$ cat src/rtl/pwr_pkg.sv
// Package: shared mode encoding and history codes for the wakeup controller.
// Assumes a 2-bit mode field is decoded by neighbours as listed below.
package pwr_pkg;
    typedef enum logic [1:0] {
        PM_ACTIVE  = 2'b00,
        PM_STANDBY = 2'b01,
        PM_SLEEP   = 2'b10,
        PM_WAKING  = 2'b11
    } pmode_e;

    localparam logic [15:0] HIST_POWERUP = 16'hFFFF;
    localparam logic [15:0] HIST_SLPWAKE = 16'h5555;
    localparam logic [15:0] HIST_ACTIVE  = 16'h0000;

    // Map the configuration field onto the mode entered after reset.
    function automatic pmode_e init_mode(input logic [1:0] cfg);
        pmode_e m;
        case (cfg)
            2'b00:   m = PM_ACTIVE;
            2'b01:   m = PM_STANDBY;
            default: m = PM_SLEEP;
        endcase
        return m;
    endfunction
endpackage

$ cat src/rtl/pwr_addr_match.sv
// Module: compares a captured bus address against the programmed one.
// Assumes addr_evt is a single-cycle strobe from the bus front end.
module pwr_addr_match #(
    parameter int ADDR_W = 7
) (
    input  logic              addr_evt,
    input  logic [ADDR_W-1:0] addr_val,
    input  logic [ADDR_W-1:0] dev_addr,
    output logic              hit
);
    logic [ADDR_W-1:0] diff;

    // Bitwise difference, one XOR per address bit.
    generate
        for (genvar i = 0; i < ADDR_W; i++) begin : g_bit
            assign diff[i] = addr_val[i] ^ dev_addr[i];
        end
    endgenerate

    // A hit needs the strobe and no differing bit.
    always_comb begin
        hit = addr_evt && (diff == '0);
    end
endmodule

$ cat src/rtl/pwr_wake_timer.sv
// Module: down-counter timing the wakeup delay.
// Assumes both delays are at least 1. load and run never coincide.
module pwr_wake_timer #(
    parameter int STBY_WAKE_CYC  = 200,
    parameter int SLEEP_WAKE_CYC = 1000
) (
    input  logic clk,
    input  logic rst_n,
    input  logic load,
    input  logic from_sleep,
    input  logic run,
    output logic expire
);
    localparam int MAX_CYC = (SLEEP_WAKE_CYC > STBY_WAKE_CYC) ? SLEEP_WAKE_CYC : STBY_WAKE_CYC;
    localparam int CNT_W   = $clog2(MAX_CYC + 1);
    localparam logic [CNT_W-1:0] LD_STBY  = CNT_W'(STBY_WAKE_CYC - 1);
    localparam logic [CNT_W-1:0] LD_SLEEP = CNT_W'(SLEEP_WAKE_CYC - 1);

    logic [CNT_W-1:0] cnt_q;

    // Load on a wake trigger, else count down while waking.
    always_ff @(posedge clk) begin
        if (!rst_n) begin
            cnt_q <= '0;
        end else if (load) begin
            cnt_q <= from_sleep ? LD_SLEEP : LD_STBY;
        end else if (run && cnt_q != '0) begin
            cnt_q <= cnt_q - 1'b1;
        end
    end

    // The delay has elapsed when the count is zero during a run.
    always_comb begin
        expire = run && (cnt_q == '0);
    end
endmodule

$ cat src/rtl/pwr_chip_state.sv
// Module: 16-bit power-history register.
// Assumes its update strobes are already qualified by the mode controller.
module pwr_chip_state
    import pwr_pkg::*;
(
    input  logic        clk,
    input  logic        rst_n,
    input  logic        pwr_evt,
    input  logic        slp_wake_done,
    input  logic        cmd_clr,
    output logic [15:0] value
);
    // Priority: supply event, then sleep wake completion, then command clear.
    always_ff @(posedge clk) begin
        if (!rst_n) begin
            value <= HIST_POWERUP;
        end else if (pwr_evt) begin
            value <= HIST_POWERUP;
        end else if (slp_wake_done) begin
            value <= HIST_SLPWAKE;
        end else if (cmd_clr) begin
            value <= HIST_ACTIVE;
        end
    end
endmodule

$ cat src/rtl/pwr_wake_ctrl.sv
// Module: top-level power-mode controller with address-qualified wakeup.
// Assumes synchronous inputs, a one-cycle addr_evt, and cfg_init_state
// stable around reset and brownout.
module pwr_wake_ctrl
    import pwr_pkg::*;
#(
    parameter int ADDR_W         = 7,
    parameter int STBY_WAKE_CYC  = 200,
    parameter int SLEEP_WAKE_CYC = 1000
) (
    input  logic              clk,
    input  logic              rst_n,
    input  logic [1:0]        cfg_init_state,
    input  logic [ADDR_W-1:0] dev_addr,
    input  logic              addr_evt,
    input  logic [ADDR_W-1:0] addr_val,
    input  logic              sleep_req,
    input  logic              standby_req,
    input  logic              cmd_done,
    input  logic              brownout,
    output logic [1:0]        pwr_state,
    output logic              ready,
    output logic              addr_ack,
    output logic              addr_nak,
    output logic [15:0]       chip_state
);
    pmode_e mode_q, mode_d;
    logic   from_sleep_q, from_sleep_d;
    logic   hit, wake_load, expire;
    logic   is_active;

    pwr_addr_match #(.ADDR_W(ADDR_W)) u_match (
        .addr_evt (addr_evt),
        .addr_val (addr_val),
        .dev_addr (dev_addr),
        .hit      (hit)
    );

    pwr_wake_timer #(
        .STBY_WAKE_CYC  (STBY_WAKE_CYC),
        .SLEEP_WAKE_CYC (SLEEP_WAKE_CYC)
    ) u_timer (
        .clk        (clk),
        .rst_n      (rst_n),
        .load       (wake_load),
        .from_sleep (mode_q == PM_SLEEP),
        .run        (mode_q == PM_WAKING),
        .expire     (expire)
    );

    pwr_chip_state u_hist (
        .clk           (clk),
        .rst_n         (rst_n),
        .pwr_evt       (brownout),
        .slp_wake_done (!brownout && expire && from_sleep_q),
        .cmd_clr       (!brownout && is_active && cmd_done),
        .value         (chip_state)
    );

    // Decode the active mode once for the outputs and the strobes.
    always_comb begin
        is_active = (mode_q == PM_ACTIVE);
    end

    // Next-mode logic; brownout overrides every other input.
    always_comb begin
        mode_d       = mode_q;
        from_sleep_d = from_sleep_q;
        wake_load    = 1'b0;
        if (brownout) begin
            mode_d       = init_mode(cfg_init_state);
            from_sleep_d = 1'b0;
        end else begin
            case (mode_q)
                PM_ACTIVE: begin
                    if (sleep_req)        mode_d = PM_SLEEP;
                    else if (standby_req) mode_d = PM_STANDBY;
                end
                PM_STANDBY, PM_SLEEP: begin
                    if (hit) begin
                        mode_d       = PM_WAKING;
                        from_sleep_d = (mode_q == PM_SLEEP);
                        wake_load    = 1'b1;
                    end
                end
                default: begin
                    if (expire) mode_d = PM_ACTIVE;
                end
            endcase
        end
    end

    // Mode and wake-source registers.
    always_ff @(posedge clk) begin
        if (!rst_n) begin
            mode_q       <= init_mode(cfg_init_state);
            from_sleep_q <= 1'b0;
        end else begin
            mode_q       <= mode_d;
            from_sleep_q <= from_sleep_d;
        end
    end

    // Port-level outputs; busy modes refuse a matching address.
    always_comb begin
        pwr_state = mode_q;
        ready     = is_active;
        addr_ack  = hit && is_active;
        addr_nak  = hit && !is_active;
    end
endmodule

$ cat config.mk
export PLATFORM = sky130hd
export DESIGN_NAME = pwr_wake_ctrl
export DESIGN_NICKNAME = d
export VERILOG_FILES = /design/src/rtl/pwr_pkg.sv /design/src/rtl/pwr_addr_match.sv /design/src/rtl/pwr_wake_timer.sv /design/src/rtl/pwr_chip_state.sv /design/src/rtl/pwr_wake_ctrl.sv
export SDC_FILE = /design/constraint.sdc
export NUM_CORES = 1
export LEC_CHECK = 0
export BUFFER_PORTS_ARGS = -buffer_cell sky130_fd_sc_hd__buf_2
export CAP_MARGIN = 0
export CORE_UTILIZATION = 47
export CTS_CLUSTER_DIAMETER = 150
export DETAILED_ROUTE_END_ITERATION = 16
export PLACE_DENSITY = 0.77
export SYNTH_ARGS = -nofsm -noshare
export SYNTH_HDL_FRONTEND = slang
export SYNTH_SLANG_ARGS = --single-unit
export TNS_END_PERCENT = 5
$ cat constraint.sdc
create_clock -name clk -period 2.4 [get_ports clk]
set_input_delay 0.24 -clock clk [delete_from_list [all_inputs] [get_ports clk]]
set_output_delay 0.24 -clock clk [all_outputs]
set_load 0.02 [all_outputs]
# After elaboration in Yosys (flattened, before gate mapping)
# Index checks and enable logic that the tools add are counted.
word_totals:
  regBits: 29
  mem_count: 0
  out_inout_bits: 21
  elab_cells: 60
  mem_bits_ro: 0
  input_bits: 23
  latch_bits: 0
  ramBits: 0
op_classes:
  mul: 0
  bitwise_logic: 8
  n_addsub: 1
  eq_ne: 7
  mux: 16
  shifts: 0
  magnitude_cmp: 0
  n_div: 0
  reduce_logical: 23
ops:
  columns: ["operator", "count"]
  rows:
  - ["16-bit two-way mux", 2]
  - ["10-bit two-way mux", 3]
  - ["2-bit two-way mux", 6]
  - ["10-bit logical NOT", 1]
  - ["10-bit nonzero test", 1]
  - ["10-bit by 1-bit subtractor with 10-bit output, second input constant", 1]
  - ["1-bit logical AND", 9]
  - ["2-bit case mux with 2 select lines", 2]
  - ["7-bit logical NOT", 1]
  - ["1-bit bitwise XOR", 7]
  - ["5-bit by 1-bit inequality test with 1-bit output, second input constant", 1]
  - ["5-bit inequality test, second input constant", 1]
  - ["2-bit by 1-bit == test with 1-bit output, second input constant", 2]
  - ["2-bit == test, second input constant", 2]
  - ["2-bit logical NOT", 2]
  - ["4-bit inequality test, second input constant", 1]
  - ["2-bit nonzero test", 2]
  - ["2-bit OR reduction", 2]
  - ["1-bit two-way mux", 3]
  - ["3-bit AND reduction", 1]
  - ["3-bit OR reduction", 1]
  - ["1-bit logical NOT", 2]
  - ["2-bit AND reduction", 1]
  - ["1-bit inverter", 1]

# Depth between registers and ports, before layout
# Gate-level depths: netlist of run 1.
logic_depth:
  ltp_word: 7
  depth_mapped: 7
  mapped_depth_nobuf: 6

# Modules after synthesis
# From an unflattened synthesis of run 1, not the netlist that was laid out.
unflattened:
  cells_unflattened: 128
  hier_area_um2: 1131.1
by_module_without_submodules:
  columns: ["module", "n_inst", "area_each_um2", "cells_per_inst", "seq_area_each_um2"]
  rows:
  - ["pwr_wake_timer", 1, 589.3, 65, 200.2]
  - ["pwr_wake_ctrl", 1, 280.3, 32, 80.1]
  - ["pwr_chip_state", 1, 183.9, 21, 40.0]
  - ["pwr_addr_match", 1, 77.6, 10, 0.0]

# Worst setup path after synthesis of run 1
# No wires, ideal clock.
synth_timing:
  path_type: "register to register"
  from: "register u_timer.cnt_q[0]"
  to: "register mode_q[0], in the netlist pwr_state[0], enable pin"
  path_buffers: 1
  arrival_time_ps: 1611
  stages_incl_launch_ff: 8
  period_less_slack_ps: 1948
  required_time_ps: 2062
  setup_ps: 338
  setup_slack_ps: 452
  cell_sequence: "dfxtp_1 > inv_1 > ha_1 > nor3b_1 > and3_1 > buf_4 > a211oi_1 > o31ai_1"
synth_via:
  elab_chain_cells: 4
synth_rtl:
  columns: ["item", "line_no", "rtl"]
  rows:
  - ["from (decl)", "pwr_wake_timer.sv:19", "logic [CNT_W-1:0] cnt_q;"]
  - ["from (signal assigned)", "pwr_wake_timer.sv:26", "cnt_q <= from_sleep ? LD_SLEEP : LD_STBY;"]
  - ["from (signal assigned)", "pwr_wake_timer.sv:28", "cnt_q <= cnt_q - 1'b1;"]
  - ["10-bit logical NOT", "pwr_wake_timer.sv:34", "expire = run && (cnt_q == '0);"]
  - ["1-bit logical AND", "pwr_wake_timer.sv:34", null]
  - ["5-bit by 1-bit inequality test with 1-bit output (no line)", null, null]
  - ["3-bit AND reduction (no line)", null, null]
  - ["to (signal assigned)", "pwr_wake_ctrl.sv:96", "mode_q <= init_mode(cfg_init_state);"]
  - ["to (signal assigned)", "pwr_wake_ctrl.sv:99", "mode_q <= mode_d;"]
  - ["to (decl)", "pwr_wake_ctrl.sv:27", "pmode_e mode_q, mode_d;"]
# Every way passes these cells.
# A chain may end at the register's enable or synchronous reset.

# Final worst setup path of run 1
layout_timing:
  from: "register u_timer.cnt_q[0]"
  to: "register mode_q[1], in the netlist pwr_state[1], enable pin"
# The elaborated chain is that of the path after synthesis.

==> results by stage, run 1 <==
Outcome:
- The flow ran to the end, and the final reports show no timing, DRC or antenna violations.

STA:
- Clock skew on the completed layout was measured at approximately 0.0088 ns.
- The timing-limited maximum frequency is 471 MHz.
- The number of failing hold endpoints at the final stage is 0.
- Of the available clock period, the critical path in the final layout requires 0.885.
- After routing, the total negative slack on setup checks comes to 0 ns.
- In this run the tightest slew margin relative to its limit is 0.633.
- The number of slew-limit violations in the final report is 0.
- The final critical path time including I/O delays and setup is around 2.1 ns.
- The slew at the pin with the worst max-slew slack is roughly 0.55 ns.
- The total setup violations reported at the end of the flow is 0.
- Setup repair after global routing left no endpoint under its margin.

Flow run:
- Max-cap violations in this run came to 0.

Synthesis:
- Synthesis produced a netlist whose cell count is between 100 and 150.
- The share of the synthesized area in compound gates (AO/OA/AOI/OAI) is 0.162.
- Among all flip-flop cells after synthesis, the most frequent one is dfxtp_1.
- Synthesis instantiated between 40 and 50 different standard cells from the library.
- Of the total synthesized cell area, the portion taken by full adders, half adders and majority gates is 0.0575.
- By instance count, the leading cell after synthesis is buf_4.
- The post-synthesis async set-or-reset flop share is 0.
- Of the post-synthesis cell area, the part taken by muxes is 0.00921.
- The mapped netlist covers 0.00109 mm².
- A synthesized cell averages around 8.8 µm².
- The number of warning messages in the yosys log is 0.
- Of the total synthesized cell area, the portion taken by AND, OR, NAND and NOR gates is 0.252.
- In this run, synthesis produced a sequential element count of 15.
- Of the synthesized area, sequential elements account for 0.295.
- Of the post-synthesis cell area, the dominant cell type holds 0.239.
- The post-synthesis net count is 152.
- Yosys attributes the largest share of cell area to dfxtp_1, buf_4, ha_1.
- The cell type with the highest aggregate area in the netlist is dfxtp_1.
- The number of enable flip-flop cells after synthesis is 2.
- Sorting the synthesized cells by how often they occur yields buf_4, dfxtp_1, nand2_1.
- After synthesis, the largest family of logic cells by area is simple AND/OR/NAND/NOR gates.
- Of the total synthesized cell area, the portion taken by XOR and XNOR cells is 0.0886.

Finish:
- The filler cells instantiated in the layout total 203.
- 0 antenna diodes ended up in the layout.
- The number of nets in the finished design is around 180.
- Measured on the finished design, the core utilization comes to 0.573.
- Of the cells placed in the final design, the portion with a size suffix greater than 1 is 0.355.
- After routing the design area is ~0.0013 mm².
- The signed area change from the synthesized netlist to the final layout is 15.5%.

CTS:
- The maximum level of the CTS H-tree is 1.
- The clock reaches the later pin of the worst-skew pair after between 0.2 and 0.3 ns.
- The deepest clock path buffer count is 2.
- After clock tree synthesis, the repair step resized 0 gates.
- TritonCTS built the clock tree.
- After clock tree synthesis, the flow added hold-fix buffers numbering 0.
- CTS placed an instance of clkbuf_4 at the clock tree root.
- The post-CTS setup repair buffer count is 0.
- The clock-pin slew of the registers on the worst-case setup and hold paths is roughly 0.090 ns.
- Clock tree synthesis found a total of 15 sinks.
- The number of clock buffers inserted by TritonCTS is 3.

Worst hold path:
- The worst hold path was traced through 2 stages.
- In this run the worst hold path is classified as in -> reg.
- The worst hold endpoint is u_timer.cnt_q[3]$_SDFFE_PN0P_.
- The startpoint of the lowest-slack hold path is rst_n.

Route:
- Summing over every cut layer, the via total after detailed routing is ~980.
- In the routed layout, each cell is associated on average with a via count of about 5.4.
- The remaining number of nets flagged by the antenna check after routing is 0.
- The first detailed-routing pass took 4 iterations.
- After detailed routing, the average wire length per cell comes to roughly 13 µm.
- The routed wire length is approximately 2400 µm.
- The first-iteration detailed-routing DRC count is 33.
- The remaining design rule violation count is 0.

Global route:
- The layer flagged by global routing as most heavily used is met2.
- In the global route stage, met2 resource usage came out at 0.371.
- The routing usage on met3 is 0.0494.
- The via count of the first global-routing pass is 880.
- The initial antenna violation count is 0.
- The final global-route overflow total is 0.
- For this run, global-route usage on met1 was measured as 0.226.
- For this run, the total global-route usage over all layers was measured as 0.201.
- Entering global routing, the biggest net connects 10 pins.
- The first-pass GRT wire length is approximately 3900 µm.

Place:
- Input and output buffers added on the ports amount to between 40 and 50.
- Routability-driven placement finished with a final weighted congestion of 0.908.
- Summing all placed instances gives a cell area of 0.00122 mm².
- The detailed placer's ending HPWL is around 1800 µm.

Worst setup path:
- The path type of the worst setup path is reg -> reg.
- The end of the worst register-to-register path is pwr_state[1]$_DFFE_PP_.
- The startpoint class of the critical path is a flop.
- The capturing element type of the critical path is a flop.
- The required time of the worst setup path is between 2 and 2.5 ns.
- The arrival time reported for the critical path endpoint is about 2.1 ns.
- The flop-to-flop setup slack is roughly 0.28 ns.
- The worst-case reg-to-reg path depth is 6.
- The startpoint identified for the worst register-to-register timing path is u_timer.cnt_q[0]$_SDFFE_PN0P_.
- The highest fanout seen on the critical path is 7.

Floorplan:
- The die boundary width is about 50 µm.
- The total area inside the core boundary comes to between 0.002 and 0.0025 mm².
- The floorplan has 17 rows.
- The initial cell density of the core is 0.496.
- Pin placement for this block handled 44 I/O pins.
- The area enclosed by the die boundary is 0.00251 mm².
- The vertical extent of the die is around 50 µm.

Power:
- The worst-case IR drop observed on VDD is 966 µV.
- Summed over all cells, the static leakage comes to roughly 0.53 nW.
- In this run the power density over the cells is about 1200 mW/mm².
==> cell usage in the layout (no fill, tap or decap), types with 5 or more instances in the layout <==
master | Yosys | routed
xnor2_1 | 6 | 6
inv_1 | 7 | 7
a21oi_1 | 8 | 8
nand2_1 | 10 | 10
dfxtp_1 | 13 | 13
buf_2 | 1 | 43
xor2_1 | 5 | 5
a31oi_1 | 6 | 6
ha_1 | 5 | 5
==> power breakdown <==
group	switching, mW	total [mW]	internal, mW	leakage, nW
combinational	0.494	0.878	0.384	0.381
sequential	0.0928	0.427	0.334	0.127
clock	0.0838	0.146	0.0621	0.0177
total	0.671	1.45	0.780	0.526
==> cell families after synthesis <==
logic type,Yosys count
AO/OA/AOI/OAI,27
XOR/XNOR,11
adder cells (fa/ha/maj),5
buffers and inverters,24
flip-flops,15
multiplexers,1
AND/OR/NAND/NOR,41
==> per-stage QoR <==
step | instances | total power, mW | hold WS (ns) | setup slack [ns]
floorplan | 124 | 1.14 | 0.386 | 0.452
global placement | 179 | 1.24 | 0.460 | 0.310
detailed placement | 179 | 1.28 | 0.482 | 0.137
CTS | 183 | 1.44 | 0.226 | 0.114
global route | 183 | 1.58 | 0.218 | 0.106
finish | 183 | 1.45 | 0.234 | 0.275
==> layer usage <==
layer / up-vias / part of all wire
met1: 452 / 0.41
met5: - / 0
met2: 32 / 0.53
met4: 0 / 0.0072
met3: 4 / 0.055
li1: 493 / -
==> worst max-delay path, stage by stage, from the launching register on <==
cell and delay (ns):
dfxtp_1 0.35, inv_1 0.09, ha_1 0.17, nor3b_2 0.32, and3_1 0.35, a211oi_1 0.11, o31ai_1 0.40
==> sequential cells by signal, indices dropped and copies added (netlist names) <==
register and flops:
u_timer.cnt_q 10, pwr_state 2, u_hist.value 2, from_sleep_q 1
==> area by class of cell <==
class / count / area, µm² / area share
Sequential cell: 15 / 320 / 0.255
Multi-Input combinational cell: 85 / 624 / 0.497
Inverter: 7 / 26.3 / 0.0209
Clock inverter: 1 / 5.00 / 0.00398
Clock buffer: 3 / 22.5 / 0.0179
Tap cell: 28 / 35.0 / 0.0279
Timing Repair Buffer: 44 / 223 / 0.177
==> worst max-delay path by stage <==
stage                                       start                     end  slack (ns)  cells past startpoint
floorplan           u_timer.cnt_q[0]$_SDFFE_PN0P_  pwr_state[0]$_DFFE_PP_        0.45                      7
global placement    u_timer.cnt_q[0]$_SDFFE_PN0P_  pwr_state[1]$_DFFE_PP_        0.31                      6
detailed placement  u_timer.cnt_q[0]$_SDFFE_PN0P_  pwr_state[1]$_DFFE_PP_        0.14                      6
CTS                 u_timer.cnt_q[0]$_SDFFE_PN0P_  pwr_state[1]$_DFFE_PP_        0.11                      6
global route        u_timer.cnt_q[0]$_SDFFE_PN0P_  pwr_state[1]$_DFFE_PP_        0.11                      6
finish              u_timer.cnt_q[0]$_SDFFE_PN0P_  pwr_state[1]$_DFFE_PP_        0.28                      6
Power figures use the tool's default switching activity.
==> run 2, diff against run 1 <==
- BUFFER_PORTS_ARGS: -buffer_cell sky130_fd_sc_hd__buf_2 -> -buffer_cell sky130_fd_sc_hd__clkbuf_2
- CELL_PAD_IN_SITES_DETAIL_PLACEMENT: not set -> 1
- CELL_PAD_IN_SITES_GLOBAL_PLACEMENT: not set -> 1
- CORE_UTILIZATION: 47 -> 34
==> results by stage, run 2 (synthesis gave the netlist of run 1 again) <==
Power:
- The switching part of the total came to 0.461 (-0.00117).
- The internal power was 0.806 mW (+3.3%).
- The share of total power in the clock network is 0.102 (about the same).
- The total chip power is 1.50 mW (+3.1%).
- The worst voltage drop across the vdd grid is 581 µV (-40%).
- The power density over the cells is 1170 mW/mm² (+1.3%).
- The static leakage power came to 0.551 nW (+4.9%).
- The switching power total was 0.690 mW (+2.8%).
- The logic gate share of total power is 0.611 (+0.006).
- The power share of the sequential group is 0.288 (-0.006).

Floorplan:
- The number of top-level pins is 44 (unchanged).
- The placement row count is 20 (+3).
- The initial cell density of the core is 0.356 (-0.140).
- The area enclosed by the die boundary was 0.00343 mm² (+37%).
- The vertical extent of the die is 58.6 µm (+17%).
- The area inside the core boundary was 0.00305 mm² (+39%).
- The die boundary width is 58.6 µm (+17%).

Worst hold path:
- The type of the most critical hold path is in -> reg.

CTS:
- The clock sink total is 15 (unchanged).
- The maximum level of the CTS H-tree came to 1 (unchanged).
- The post-cts hold buffer count is 0 (unchanged).
- The post-CTS setup repair buffer count was 0 (unchanged).
- The deepest clock path buffer count was 2 (unchanged).
- The root cell of the clock tree is clkbuf_4.
- The total of cells resized after clock tree synthesis is 0 (unchanged).
- The number of clock buffers inserted by TritonCTS is 3 (unchanged).
- The worst-skew pair later-pin latency is 0.30 ns (about the same).
- The TritonCTS clock tree is done.
- The clock-pin slew of the registers on the worst-case setup and hold paths is 0.10 ns (about the same).

STA:
- The slew at the pin with the worst max-slew slack is 0.543 ns (-0.00295 ns).
- The number of failing hold endpoints at the final stage came to 0 (unchanged).
- The final worst clock skew was 0.0143 ns (+0.00543 ns).
- The total setup violations reported at the end of the flow came to 0 (unchanged).
- The worst hold margin is 0.223 ns (-0.0114 ns).
- The headroom to the max-slew limit is 0.635 (+0.00199).
- The worst path setup slack after routing came to 0.299 ns (+0.0239 ns).
- The timing-limited maximum frequency came to 476 MHz (+1.1%).
- The summed negative setup slack over all endpoints is 0 ns (unchanged).
- The final critical-path share of the clock period was 0.875 (-0.00994).
- Setup repair after global routing left no endpoint under its margin.
- The final critical path time including I/O delays and setup was 2.10 ns (-0.0239 ns).
- The number of slew-limit violations in the final report is 0 (unchanged).

Finish:
- The cell area after layout came to 0.00128 mm² (+1.8%).
- The share of layout cells above drive strength 1 is 0.353 (-0.00227).
- The final core utilization is 0.419 (-0.155).
- The top cell types in the final layout, fill and taps aside, are clkbuf_2, dfxtp_1, nand2_1, a21oi_1, inv_1.
- Ranked by flip-flop count, first place goes to u_timer.cnt_q.
- Leaving out fill and tap cells, the most frequent cell in the layout is clkbuf_2.
- The diode insertion count for antenna repair is 0 (unchanged).
- The number of nets in the finished design is 185 (+0.54%).
- The final cell count without fillers is 200 (+9.3%).
- Relative to the synthesized area, the layout overhead comes to 17.6%.
- The flip-flop count of the largest register after layout was 10 (unchanged).

Place:
- The routability congestion estimate from global placement is 0.784 (-14%).
- The number of placed instances with taps included is 196 (+9.5%).
- The number of buffers added on ports is 43 (unchanged).
- The post-place setup slack is 0.328 ns (+0.191 ns).
- The detailed placer's ending HPWL is 2220 µm (+22%).
- The placed cell area is 0.00125 mm² (+2.2%).

Route:
- The first-iteration detailed-routing DRC count is 38 (+15%).
- The routed wire length came to 2740 µm (+16%).
- The number of vias per cell after detailed routing was 5.07 (-5.4%).
- The remaining number of nets flagged by the antenna check after routing is 0 (unchanged).
- The routed via count is 1,014 (+3.4%).
- The remaining design rule violation count came to 0 (unchanged).
- The first-pass iteration count of the detailed router is 4 (unchanged).
- The wire length per cell after detailed routing was 13.7 µm (+5.8%).

Global route:
- The initial antenna violation count came to 0 (unchanged).
- The via count of the first global-routing pass is 988 (+12%).
- The largest net degree at the start of global routing is 10 (unchanged).
- The overall fraction of global-route tracks in use came to 0.182 (-0.0184).
- The final global-route overflow total is 0 (unchanged).
- The first-pass GRT wire length is 4630 µm (+19%).

Worst setup path:
- The highest fanout seen on the critical path is 6 (-1).
- The flop-to-flop setup slack is 0.30 ns (+0.02 ns).
- The capturing element type of the critical path is a flop.
- By startpoint and endpoint, the worst setup path is classified as reg -> reg.
- The required time of the worst setup path is 2.38 ns (+0.02 ns).
- The startpoint class of the critical path is a flop.
- The arrival time reported for the critical path endpoint is 2.08 ns (about the same).

Flow run:
- The max-cap violation count is 0 (unchanged).

Outcome:
- The flow ran to the end, and the final reports show no timing, DRC or antenna violations.
[run 2: cell types whose count changed in the layout (fill, tap and decap cells not counted)]
cell      change
nor3b_2       -1
nor3b_1       +1
clkbuf_2     +43
buf_2        -43
buf_4         +1
[run 2: path summary, 6_finish.rpt]
path                            startpoint                        end  cells after the start
max          u_timer.cnt_q[0]$_SDFFE_PN0P_     pwr_state[0]$_DFFE_PP_                      6
max reg2reg  u_timer.cnt_q[0]$_SDFFE_PN0P_     pwr_state[0]$_DFFE_PP_                      6
min                      cfg_init_state[1]     pwr_state[1]$_DFFE_PP_                      3
min reg2reg      from_sleep_q$_SDFFE_PP0P_  from_sleep_q$_SDFFE_PP0P_                      2
[run 2: final cells by class]
type                            count  area [µm²]
Multi-Input combinational cell     85         619
Fill cell                         399        1770
Clock buffer                        3        22.5
Tap cell                           44        55.1
Clock inverter                      1        5.00
Timing Repair Buffer               45         230
Sequential cell                    15         320
Inverter                            7        26.3
[run 2: metal layers]
| layer | global-route usage | vias up | wire, µm |
|---|---|---|---|
| met5 | 0 | - | 0 |
| li1 | - | 501 | - |
| met3 | 0.0505 | 4 | 141 |
| met2 | 0.319 | 32 | 1330 |
| met4 | 0.0714 | 0 | 49 |
| met1 | 0.211 | 477 | 1220 |
[run 2: critical path: stages (launching register included)]
cell and delay, ns:
dfxtp_1 0.35, inv_1 0.10, ha_1 0.17, nor3b_1 0.48, and3_1 0.26, a211oi_1 0.07
o31ai_1 0.37
[run 2: power by group through the flow]
stage / combinational (mW) / clock (mW) / sequential [mW]
detailed placement: 0.906 / 0 / 0.435
global placement: 0.885 / 0 / 0.425
CTS: 0.914 / 0.162 / 0.430
global route: 1.01 / 0.175 / 0.445
finish: 0.913 / 0.152 / 0.431
floorplan: 0.709 / 0 / 0.428
==> run 3, diff against run 2 <==
- CORE_ASPECT_RATIO: not set -> 1.5
==> results by stage, run 3 (synthesis gave the netlist of run 1 again) <==
Finish:
- More flip-flops sit in one register than any other, and that register is u_timer.cnt_q.
- The final cell count without fillers is 195 (-2.5%).
- The share of layout cells above drive strength 1 is 0.353 (unchanged).
- The cell area after layout was 0.00129 mm² (+1.3%).
- The flip-flop count of the largest register after layout came to 10 (unchanged).
- The filler cell count is 378 (-5.3%).
- The top cell types in the final layout, fill and taps aside, are clkbuf_2, dfxtp_1, nand2_1, a21oi_1, inv_1.
- The number of nets in the finished design is 185 (unchanged).
- The most frequent standard cell in the layout excluding fill and tap cells is clkbuf_2.
- The diode insertion count for antenna repair is 0 (unchanged).
- From synthesis to final layout, the design area changed by 19.1%.

CTS:
- The root cell of the clock tree is clkbuf_8.
- The maximum level of the CTS H-tree came to 1 (unchanged).
- The deepest clock path buffer count is 2 (unchanged).
- The clock-pin slew of the registers on the worst-case setup and hold paths is 0.06 ns (-0.04 ns).
- The TritonCTS clock tree is done.
- The worst-skew pair later-pin latency is 0.26 ns (-0.04 ns).
- The clock sink total was 15 (unchanged).
- The post-CTS setup repair buffer count is 0 (unchanged).
- The number of clock buffers inserted by TritonCTS came to 3 (unchanged).
- The post-cts hold buffer count came to 0 (unchanged).

Worst setup path:
- The path type of the worst setup path is reg -> reg.
- The worst-case reg-to-reg path depth was 6 (unchanged).
- The flop-to-flop setup slack is 0.35 ns (+0.05 ns).
- STA classifies the critical path startpoint as a flop.
- The arrival time reported for the critical path endpoint is 1.98 ns (-0.10 ns).
- The highest fanout seen on the critical path is 7 (+1).
- The startpoint identified for the worst register-to-register timing path is u_timer.cnt_q[0]$_SDFFE_PN0P_.
- The end of the worst register-to-register path is pwr_state[1]$_DFFE_PP_.
- The worst setup path is captured at a flop.
- The required time of the worst setup path is 2.33 ns (-0.05 ns).

Place:
- The number of placed instances with taps included came to 191 (-2.6%).
- The placed cell area is 0.00124 mm² (-0.50%).
- The post-place setup slack was 0.187 ns (-0.141 ns).
- The routability congestion estimate from global placement is 0.883 (+13%).
- The number of buffers added on ports came to 43 (unchanged).
- The detailed placer's ending HPWL is 2310 µm (+4.3%).

Power:
- The share of total power in the clock network is 0.142 (+0.040).
- The logic gate share of total power is 0.575 (-0.036).
- The power density over the cells came to 1190 mW/mm² (+1.5%).
- The worst voltage drop across the vdd grid came to 995 µV (+71%).
- The switching power total was 0.697 mW (+1.1%).
- The power share of the sequential group is 0.283 (-0.005).
- The static leakage power is 0.559 nW (+1.4%).
- The switching part of the total is 0.453 (-0.00778).
- The internal power is 0.841 mW (+4.3%).

STA:
- The number of failing hold endpoints at the final stage came to 0 (unchanged).
- The number of slew-limit violations in the final report is 0 (unchanged).
- The slew at the pin with the worst max-slew slack is 0.549 ns (+0.00690 ns).
- Setup repair after global routing left no endpoint under its margin.
- The timing-limited maximum frequency came to 488 MHz (+2.6%).
- The final critical-path share of the clock period is 0.853 (-0.0219).
- The summed negative setup slack over all endpoints is 0 ns (unchanged).
- The total setup violations reported at the end of the flow is 0 (unchanged).
- The final critical path time including I/O delays and setup was 2.05 ns (-0.0526 ns).
- The final worst clock skew came to 0.00253 ns (-0.0117 ns).
- The headroom to the max-slew limit is 0.631 (-0.00464).
- The worst path setup slack after routing is 0.352 ns (+0.0526 ns).

Floorplan:
- The initial cell density of the core is 0.366 (+0.00959).
- The placement row count is 24 (+20%).
- The area inside the core boundary is 0.00297 mm² (-2.6%).
- The number of top-level pins is 44 (unchanged).
- The vertical extent of the die is 71.3 µm (+22%).
- The die boundary width is 48.2 µm (-18%).
- The area enclosed by the die boundary is 0.00343 mm² (+0.14%).

Worst hold path:
- The cell depth of the worst min-delay path is 2 (-1).
- In this run the most critical hold path is launched from rst_n.
- The min-delay analysis places its worst path in the category in -> reg.
- For hold timing, the worst endpoint is u_timer.cnt_q[3]$_SDFFE_PN0P_.

Global route:
- The first-pass GRT wire length is 4540 µm (-1.9%).
- The initial antenna violation count is 0 (unchanged).
- The overall fraction of global-route tracks in use is 0.187 (+0.00449).
- The final global-route overflow total is 0 (unchanged).
- The via count of the first global-routing pass is 1,058 (+7.1%).
- The largest net degree at the start of global routing is 10 (unchanged).

Route:
- The remaining design rule violation count was 0 (unchanged).
- The number of vias per cell after detailed routing came to 5.15 (+1.6%).
- The routed wire length was 2870 µm (+5.0%).
- The remaining number of nets flagged by the antenna check after routing is 0 (unchanged).
- The first-pass iteration count of the detailed router came to 4 (unchanged).
- The wire length per cell after detailed routing came to 14.7 µm (+7.7%).
- The routed via count is 1,004 (-0.99%).
- The first-iteration detailed-routing DRC count is 12 (-68%).

Flow run:
- The max-cap violation count came to 0 (unchanged).

Outcome:
- The run finished with clean final reports.
==> run 3: what timing repair did <==
action | 4_1_cts | 5_1_grt
setup endpoints to repair | 0 | 2
resized for setup | 0 | 1
endpoints found under the hold margin | 0 | 0
==> run 3: worst max-delay path by stage <==
stage / from / cells past startpoint / to
CTS: u_timer.cnt_q[0]$_SDFFE_PN0P_ / 6 / pwr_state[1]$_DFFE_PP_
detailed placement: u_timer.cnt_q[0]$_SDFFE_PN0P_ / 6 / pwr_state[1]$_DFFE_PP_
global route: u_timer.cnt_q[0]$_SDFFE_PN0P_ / 6 / pwr_state[1]$_DFFE_PP_
global placement: u_timer.cnt_q[0]$_SDFFE_PN0P_ / 6 / pwr_state[0]$_DFFE_PP_
finish: u_timer.cnt_q[0]$_SDFFE_PN0P_ / 6 / pwr_state[1]$_DFFE_PP_
floorplan: u_timer.cnt_q[0]$_SDFFE_PN0P_ / 7 / pwr_state[0]$_DFFE_PP_
==> run 3: layout make-up <==
cell class                 instances  area [µm²]  area share
clock buffer                       4        45.0      0.0348
inverter                           7        26.3      0.0203
multi-input combinational         85         624       0.482
sequential                        15         320       0.247
tap                               39        48.8      0.0377
timing repair buffer              45         230       0.178
==> run 3: routing by layer <==
metal,track usage,vias to the layer above,share of wire
met5,0,-,0
met1,0.177,482,0.38
li1,-,492,-
met3,0.0302,5,0.030
met2,0.348,25,0.57
met4,0.0926,0,0.022
==> run 3: power by group through the flow <==
stage               clock, mW  combinational (mW)  sequential, mW
floorplan                   0               0.709           0.428
global placement            0               0.834           0.429
detailed placement          0               0.867           0.438
CTS                     0.227               0.879           0.433
global route            0.234               0.983           0.444
finish                  0.218               0.884           0.436
==> run 3: critical path, cell delays in order, from the launching register on <==
cell      delay [ns]
dfxtp_1         0.34
inv_1           0.09
ha_1            0.16
nor3b_2         0.31
and3_1          0.34
a211oi_1        0.11
o31ai_1         0.36
==> run 3: metrics by stage <==
stage               hold slack, ns   util  total power, mW
detailed placement           0.485  0.419             1.31
floorplan                    0.386      -             1.14
CTS                          0.258  0.434             1.54
finish                       0.255  0.436             1.54
global placement             0.463  0.419             1.26
global route                 0.278  0.436             1.66
